===== src/rtl/dmaw_pkg.sv =====
package dmaw_pkg;

    localparam int WORD_W     = 32;
    localparam int DESC_WORDS = 5;
    localparam int IDX_W      = $clog2(DESC_WORDS);
    localparam int SEL_W      = 3;
    localparam int ALIGN_BITS = 2;

    // descriptor word order is fixed by the memory layout
    localparam logic [IDX_W-1:0] W_SRC  = 3'd0;
    localparam logic [IDX_W-1:0] W_DST  = 3'd1;
    localparam logic [IDX_W-1:0] W_CA   = 3'd2;
    localparam logic [IDX_W-1:0] W_CB   = 3'd3;
    localparam logic [IDX_W-1:0] W_NEXT = 3'd4;

    // software select codes
    localparam logic [SEL_W-1:0] SEL_SRC  = 3'd0;
    localparam logic [SEL_W-1:0] SEL_DST  = 3'd1;
    localparam logic [SEL_W-1:0] SEL_CA   = 3'd2;
    localparam logic [SEL_W-1:0] SEL_CB   = 3'd3;
    localparam logic [SEL_W-1:0] SEL_HEAD = 3'd4;

    // control B reload flags
    localparam int CB_SRC_RELOAD = 0;
    localparam int CB_DST_RELOAD = 1;

    typedef enum logic [1:0] {
        ST_IDLE,
        ST_FETCH,
        ST_MOVE,
        ST_WAIT
    } walk_state_t;

    typedef struct packed {
        logic [WORD_W-1:0] src;
        logic [WORD_W-1:0] dst;
        logic [WORD_W-1:0] ctla;
        logic [WORD_W-1:0] ctlb;
        logic [WORD_W-1:0] head;
        logic [WORD_W-1:0] next;
    } chan_regs_t;

    function automatic logic addr_aligned(input logic [WORD_W-1:0] a);
        return a[ALIGN_BITS-1:0] == '0;
    endfunction

    function automatic logic reload_mode(input logic [WORD_W-1:0] cb);
        return cb[CB_SRC_RELOAD] | cb[CB_DST_RELOAD];
    endfunction

    function automatic logic [WORD_W-1:0] word_offset(input logic [IDX_W-1:0] idx);
        return WORD_W'(idx) << ALIGN_BITS;
    endfunction

endpackage


===== src/rtl/dmaw_fetch.sv =====
module dmaw_fetch
    import dmaw_pkg::*;
#(
    parameter int N_WORDS = DESC_WORDS
) (
    input  logic              clk,
    input  logic              rst,
    input  logic              go,
    input  logic [WORD_W-1:0] base,
    output logic              rd_req_valid,
    input  logic              rd_req_ready,
    output logic [WORD_W-1:0] rd_req_addr,
    input  logic              rd_rsp_valid,
    output logic              ld_en,
    output logic [IDX_W-1:0]  ld_idx,
    output logic              fetch_done
);
    localparam logic [IDX_W-1:0] LAST_IDX = IDX_W'(N_WORDS - 1);

    logic             active;
    logic             pend;
    logic [IDX_W-1:0] idx;

    assign rd_req_valid = active && !pend;
    assign rd_req_addr  = base + word_offset(idx);
    assign ld_en        = active && pend && rd_rsp_valid;
    assign ld_idx       = idx;
    assign fetch_done   = ld_en && (idx == LAST_IDX);

    always_ff @(posedge clk) begin
        if (rst) begin
            active <= 1'b0;
            pend   <= 1'b0;
            idx    <= '0;
        end else if (go) begin
            active <= 1'b1;
            pend   <= 1'b0;
            idx    <= '0;
        end else if (active) begin
            if (rd_req_valid && rd_req_ready) begin
                pend <= 1'b1;
            end
            if (ld_en) begin
                pend <= 1'b0;
                idx  <= idx + 1'b1;
                if (idx == LAST_IDX) begin
                    active <= 1'b0;
                end
            end
        end
    end

endmodule


===== src/rtl/dmaw_regs.sv =====
module dmaw_regs
    import dmaw_pkg::*;
(
    input  logic              clk,
    input  logic              rst,
    input  logic              sw_we,
    input  logic [SEL_W-1:0]  sw_sel,
    input  logic [WORD_W-1:0] sw_data,
    input  logic              ld_en,
    input  logic [IDX_W-1:0]  ld_idx,
    input  logic [WORD_W-1:0] ld_data,
    input  logic              adv_head,
    output chan_regs_t        regs
);
    always_ff @(posedge clk) begin
        if (rst) begin
            regs <= '0;
        end else begin
            if (sw_we) begin
                case (sw_sel)
                    SEL_SRC:  regs.src  <= sw_data;
                    SEL_DST:  regs.dst  <= sw_data;
                    SEL_CA:   regs.ctla <= sw_data;
                    SEL_CB:   regs.ctlb <= sw_data;
                    SEL_HEAD: regs.head <= sw_data;
                    default:  ;
                endcase
            end
            if (ld_en) begin
                case (ld_idx)
                    W_SRC:   regs.src  <= ld_data;
                    W_DST:   regs.dst  <= ld_data;
                    W_CA:    regs.ctla <= ld_data;
                    W_CB:    regs.ctlb <= ld_data;
                    W_NEXT:  regs.next <= ld_data;
                    default: ;
                endcase
            end
            if (adv_head) begin
                regs.head <= regs.next;
            end
        end
    end

endmodule


===== src/rtl/dma_chain_walker.sv =====
module dma_chain_walker
    import dmaw_pkg::*;
(
    input  logic              clk,
    input  logic              rst,
    input  logic              sw_we,
    input  logic [2:0]        sw_sel,
    input  logic [31:0]       sw_data,
    input  logic              start,
    input  logic              disable_req,
    output logic              rd_req_valid,
    input  logic              rd_req_ready,
    output logic [31:0]       rd_req_addr,
    input  logic              rd_rsp_valid,
    input  logic [31:0]       rd_rsp_data,
    output logic              mv_start,
    input  logic              mv_done,
    output logic [31:0]       src_addr,
    output logic [31:0]       dst_addr,
    output logic [31:0]       ctrl_a,
    output logic [31:0]       ctrl_b,
    output logic [31:0]       head_ptr,
    output logic              busy,
    output logic              buf_done,
    output logic              chain_done,
    output logic              align_err
);
    walk_state_t state;
    chan_regs_t  regs;
    logic        single_q;
    logic        dis_pend;
    logic        go_fetch;
    logic        adv_head;
    logic        ld_en;
    logic [IDX_W-1:0] ld_idx;
    logic        fetch_done;
    logic        idle;
    logic        take_start;
    logic        buf_end;

    assign idle       = (state == ST_IDLE);
    assign take_start = idle && start;
    assign buf_end    = (state == ST_WAIT) && mv_done;
    assign adv_head   = buf_end && !single_q;

    // fetch begins on an accepted linked start or after a buffer with more to do
    always_comb begin
        go_fetch = 1'b0;
        if (take_start && !reload_mode(regs.ctlb) && addr_aligned(regs.head)) begin
            go_fetch = 1'b1;
        end else if (buf_end && !single_q && regs.next != '0 && !dis_pend
                     && addr_aligned(regs.next)) begin
            go_fetch = 1'b1;
        end
    end

    dmaw_fetch #(.N_WORDS(DESC_WORDS)) u_fetch (
        .clk          (clk),
        .rst          (rst),
        .go           (go_fetch),
        .base         (regs.head),
        .rd_req_valid (rd_req_valid),
        .rd_req_ready (rd_req_ready),
        .rd_req_addr  (rd_req_addr),
        .rd_rsp_valid (rd_rsp_valid),
        .ld_en        (ld_en),
        .ld_idx       (ld_idx),
        .fetch_done   (fetch_done)
    );

    dmaw_regs u_regs (
        .clk      (clk),
        .rst      (rst),
        .sw_we    (sw_we && idle),
        .sw_sel   (sw_sel),
        .sw_data  (sw_data),
        .ld_en    (ld_en),
        .ld_idx   (ld_idx),
        .ld_data  (rd_rsp_data),
        .adv_head (adv_head),
        .regs     (regs)
    );

    always_ff @(posedge clk) begin
        if (rst) begin
            state      <= ST_IDLE;
            single_q   <= 1'b0;
            dis_pend   <= 1'b0;
            align_err  <= 1'b0;
            buf_done   <= 1'b0;
            chain_done <= 1'b0;
        end else begin
            buf_done   <= 1'b0;
            chain_done <= 1'b0;
            if (!idle && disable_req) begin
                dis_pend <= 1'b1;
            end
            case (state)
                ST_IDLE: begin
                    dis_pend <= 1'b0;
                    if (start) begin
                        align_err <= 1'b0;
                        if (reload_mode(regs.ctlb)) begin
                            single_q <= 1'b1;
                            state    <= ST_MOVE;
                        end else if (!addr_aligned(regs.head)) begin
                            align_err <= 1'b1;
                        end else begin
                            single_q <= 1'b0;
                            state    <= ST_FETCH;
                        end
                    end
                end
                ST_FETCH: begin
                    if (fetch_done) begin
                        state <= ST_MOVE;
                    end
                end
                ST_MOVE: begin
                    state <= ST_WAIT;
                end
                ST_WAIT: begin
                    if (mv_done) begin
                        buf_done <= 1'b1;
                        if (single_q || regs.next == '0) begin
                            chain_done <= 1'b1;
                            state      <= ST_IDLE;
                        end else if (go_fetch) begin
                            state <= ST_FETCH;
                        end else begin
                            if (!dis_pend) begin
                                align_err <= 1'b1;
                            end
                            state <= ST_IDLE;
                        end
                    end
                end
                default: state <= ST_IDLE;
            endcase
        end
    end

    assign mv_start = (state == ST_MOVE);
    assign busy     = !idle;
    assign src_addr = regs.src;
    assign dst_addr = regs.dst;
    assign ctrl_a   = regs.ctla;
    assign ctrl_b   = regs.ctlb;
    assign head_ptr = regs.head;

endmodule


===== config.mk =====
export PLATFORM = sky130hd
export DESIGN_NAME = dma_chain_walker
export DESIGN_NICKNAME = d
export VERILOG_FILES = /design/src/rtl/dmaw_pkg.sv /design/src/rtl/dmaw_fetch.sv /design/src/rtl/dmaw_regs.sv /design/src/rtl/dma_chain_walker.sv
export SDC_FILE = /design/constraint.sdc
export NUM_CORES = 1
export LEC_CHECK = 0
export CORE_MARGIN = 1.5
export CORE_UTILIZATION = 38
export DETAILED_ROUTE_END_ITERATION = 8
export PLACE_DENSITY_LB_ADDON = 0.3
export SYNTH_ARGS = -nofsm -noshare
export SYNTH_HDL_FRONTEND = slang
export SYNTH_SLANG_ARGS = --single-unit

===== constraint.sdc =====
create_clock -name clk -period 2.9 [get_ports clk]
set_input_delay 0.29 -clock clk [delete_from_list [all_inputs] [get_ports clk]]
set_output_delay 0.29 -clock clk [all_outputs]
set_load 0.01 [all_outputs]

==> out/metrics.yaml <==
clocking:
  clk_path_buf_depth: 3
  cts_tree: "built"
  clkTransAtPathRegs_ns: 0.06
  cts.sinks: 204
  htreeDepth: 1
  clock_latency_ns: 0.50
  cts-hold-fix-buffers: 0
  root_buffer: "clkbuf_16"
  cts_buffers: 23
floorplanning:
  die-height_um: 172
  dieArea_mm2: 0.0296
  initial_core_util_pct: 38.8
  num_rows: 61
  die_x_um: 172
  core_area_mm2: 0.0279
  io_pins: 273
final_layout:
  fillers: 2741
  n_antenna_cell: 0
  area_growth_pct: 25.9
  nNetsFinal: 1538
  layout_commonest_cell: "nand2_1"
  final_cells: 1839
  design_area_mm2: 0.0137
  mostFrequentLayoutCells: "nand2_1 (269), clkdlybuf4s50_1 (250), dfxtp_1 (199)"
  drive_gt1_share_pct: 7.67
pwr:
  ir_drop_v: 0.000305
  power_switching_uw: 2220
  clockPowerShare_pct: 37.8
  pwr-share-seq_pct: 40.4
  power.density_mw_per_mm2: 568
  p_int_uw: 5540
  leakagePower_uw: 0.00476
  combinationalPowerShare_pct: 21.8
  swShare_pct: 28.7
critical_path:
  critPathLaunchType: "register"
  max_stage_delay_ns: 0.36
  end_kind: "primary output"
  worstPathBufferInverterCount: 4
  worstPathMaxFanout: 6
  cpMostUsedCell: "buf_4"
  arrival_ns: 2.54
  path_cells: "ha_4, inv_1, fa_2, nor2b_1, o21ai_2, buf_4, buf_4, nor4b_4, xor2_1, buf_2"
  reg2reg_slack_ns: 0.40
  required_ns: 2.61
  cp_slowest_cell: "dfxtp_4"
  crit_family: "buffers and inverters"
  crit_type: "register to primary output"
global_routing:
  grtUsageTotal_pct: 24.3
  grt_first_pass_wirelength_um: 55600
  grt_max_degree: 117
  grt_pass1_vias: 9302
  grt.overflow.total: 0
  antenna_found_initial: 0
run:
  cap_viol_max_count: 0
synthesis:
  synthFlopType: "dfxtp_1"
  synth.distinct_cells: 52
  ys_seq_elements: 204
  async_flop_share_pct: 0
  syn_inst: 1376
  yosys_warnings: 0
  yosysSeqAreaShare_pct: 37.6
  syn_nets: 1465
  syn_avg_cell_area_um2: 7.88
  syn_area_mm2: 0.0108
  synth-edff-count: 0
drt:
  routed_wl_um: 36800
  drt_first_pass_iters: 5
  drc: 0
  vias_per_cell: 5.49
  wire_per_inst_um: 20.0
  drt_iter0_markers: 762
  num_vias: 10100
  antenna_left: 0
placed_design:
  dpl.cell_count: 1797
  port_buffers: 272
  place_ws_ns: -0.0261
  postPlaceCellArea_mm2: 0.0128
  gp_congestion: 0.888
  dpl.hpwl_um: 25900
sta:
  skew_ns: 0.0174
  rsz0062_at_grt: "true"
  finalCriticalPeriod_ns: 2.83
  timing.final.ws_setup_ns: 0.0728
  slew_headroom_pct: 38.1
  clock.fmax_mhz: 354
  drv_slew: 0
  setup_viol: 0
  timing.final.crit_share_pct: 97.5
  hold_viol_final: 0
  worstMarginPinSlew_ns: 0.928
status:
  status: "finished, final reports clean"
min_path:
  hold_path.class: "input pin to register"
## flip-flops by register name, indices dropped and copies added (netlist names)
signal and count:
u_fetch.pend 1, u_fetch.ld_idx 3, u_fetch.active 1, state 2, chain_done 1, align_err 1
dis_pend 1, u_regs.regs 192, buf_done 1, single_q 1
## power by group through the flow
stage / registers (µW) / clock network, µW / logic, µW
after detailed placement: 3190 / 0 / 1710
final: 3140 / 2940 / 1690
after CTS: 3130 / 2990 / 1690
after global placement: 3180 / 0 / 1690
after floorplan: 3150 / 0 / 1010
after global routing: 3160 / 3110 / 1840
## per-stage QoR
step                      setup TNS (ns)  hold WS [ns]  power, µW  util [%]
final                                  0         0.368       7760      48.9
after floorplan                        0         0.425       4160         -
after detailed placement         -0.0737         0.466       4890      45.8
after global placement                 0         0.463       4870      45.8
after global routing             -0.0393         0.407       8100      48.9
after CTS                              0         0.365       7810      48.8
## synth_stat cells, types with 7 or more instances
master,count,share of area (%)
dfxtp_1,204,38
a211oi_1,33,2.3
buf_4,166,11
xnor2_1,15,1.2
a21oi_1,39,1.8
nor4_1,10,0.58
clkbuf_1,90,3.1
buf_2,9,0.42
nand2_1,273,9.4
nand3_1,42,1.9
nor3_1,12,0.55
xor2_1,14,1.1
inv_1,15,0.52
nand4_1,44,2.5
mux2i_1,32,3.0
ha_1,13,1.5
nor2_1,175,6.1
and3_1,7,0.40
a311oi_1,129,10
## layout make-up
type | count | area, µm² | share of cell area [%]
Sequential cell | 204 | 4090 | 30.0
Clock buffer | 31 | 636 | 4.65
Clock inverter | 6 | 110 | 0.806
Multi-Input combinational cell | 887 | 5160 | 37.8
Tap cell | 378 | 473 | 3.46
Timing Repair Buffer | 318 | 3130 | 22.9
Inverter | 15 | 56.3 | 0.412
## path summary, 6_finish.rpt
path | from | end | cells past startpoint
setup reg to reg | state[0] | u_regs.regs[117] | 8
hold / removal | rst | state[1] | 2
setup / recovery | u_regs.regs[34] | rd_req_addr[30] | 10
hold reg to reg | u_regs.regs[6] | u_regs.regs[6] | 2
## kinds of logic (layout without fill, tap and decap cells)
family                     count (synthesis)  count (layout)  share of synthesized area [%]
and+or+nand+nor                          591             591                           23.8
buffers and inverters                    285             370                           15.7
AOI/OAI and AO/OA                        221             221                           15.9
DFF                                      204             204                           37.6
muxes                                     32              32                           2.95
xor gates and xnor gates                  29              29                           2.34
adders and majority gates                 14              14                           1.68
## worst reg2reg max path, cell delays in order, from the launching register on
cell      delay [ns]
dfxtp_1         0.33
inv_1           0.13
ha_1            0.38
and3b_1         0.38
buf_4           0.25
and3b_1         0.24
buf_4           0.30
nand2_1         0.11
a311oi_1        0.30
## metal layers
layer  part of all wire (%)  wire length (µm)  global-route usage (%)  up-vias
li1                       -                 -                       -     4802
met2                     44             16200                    37.6      420
met3                    7.6              2810                    4.19       55
met4                    2.4               899                    6.84        0
met5                      0                 0                       0        -
met1                     46             16800                    34.5     4817
## repair_timing
item,in CTS,in global routing
cloned,1,0
buffers inserted,4,0
setup endpoints to repair,23,12
resized for setup,40,12
pin swaps,5,4
Power figures use the tool's default switching activity.
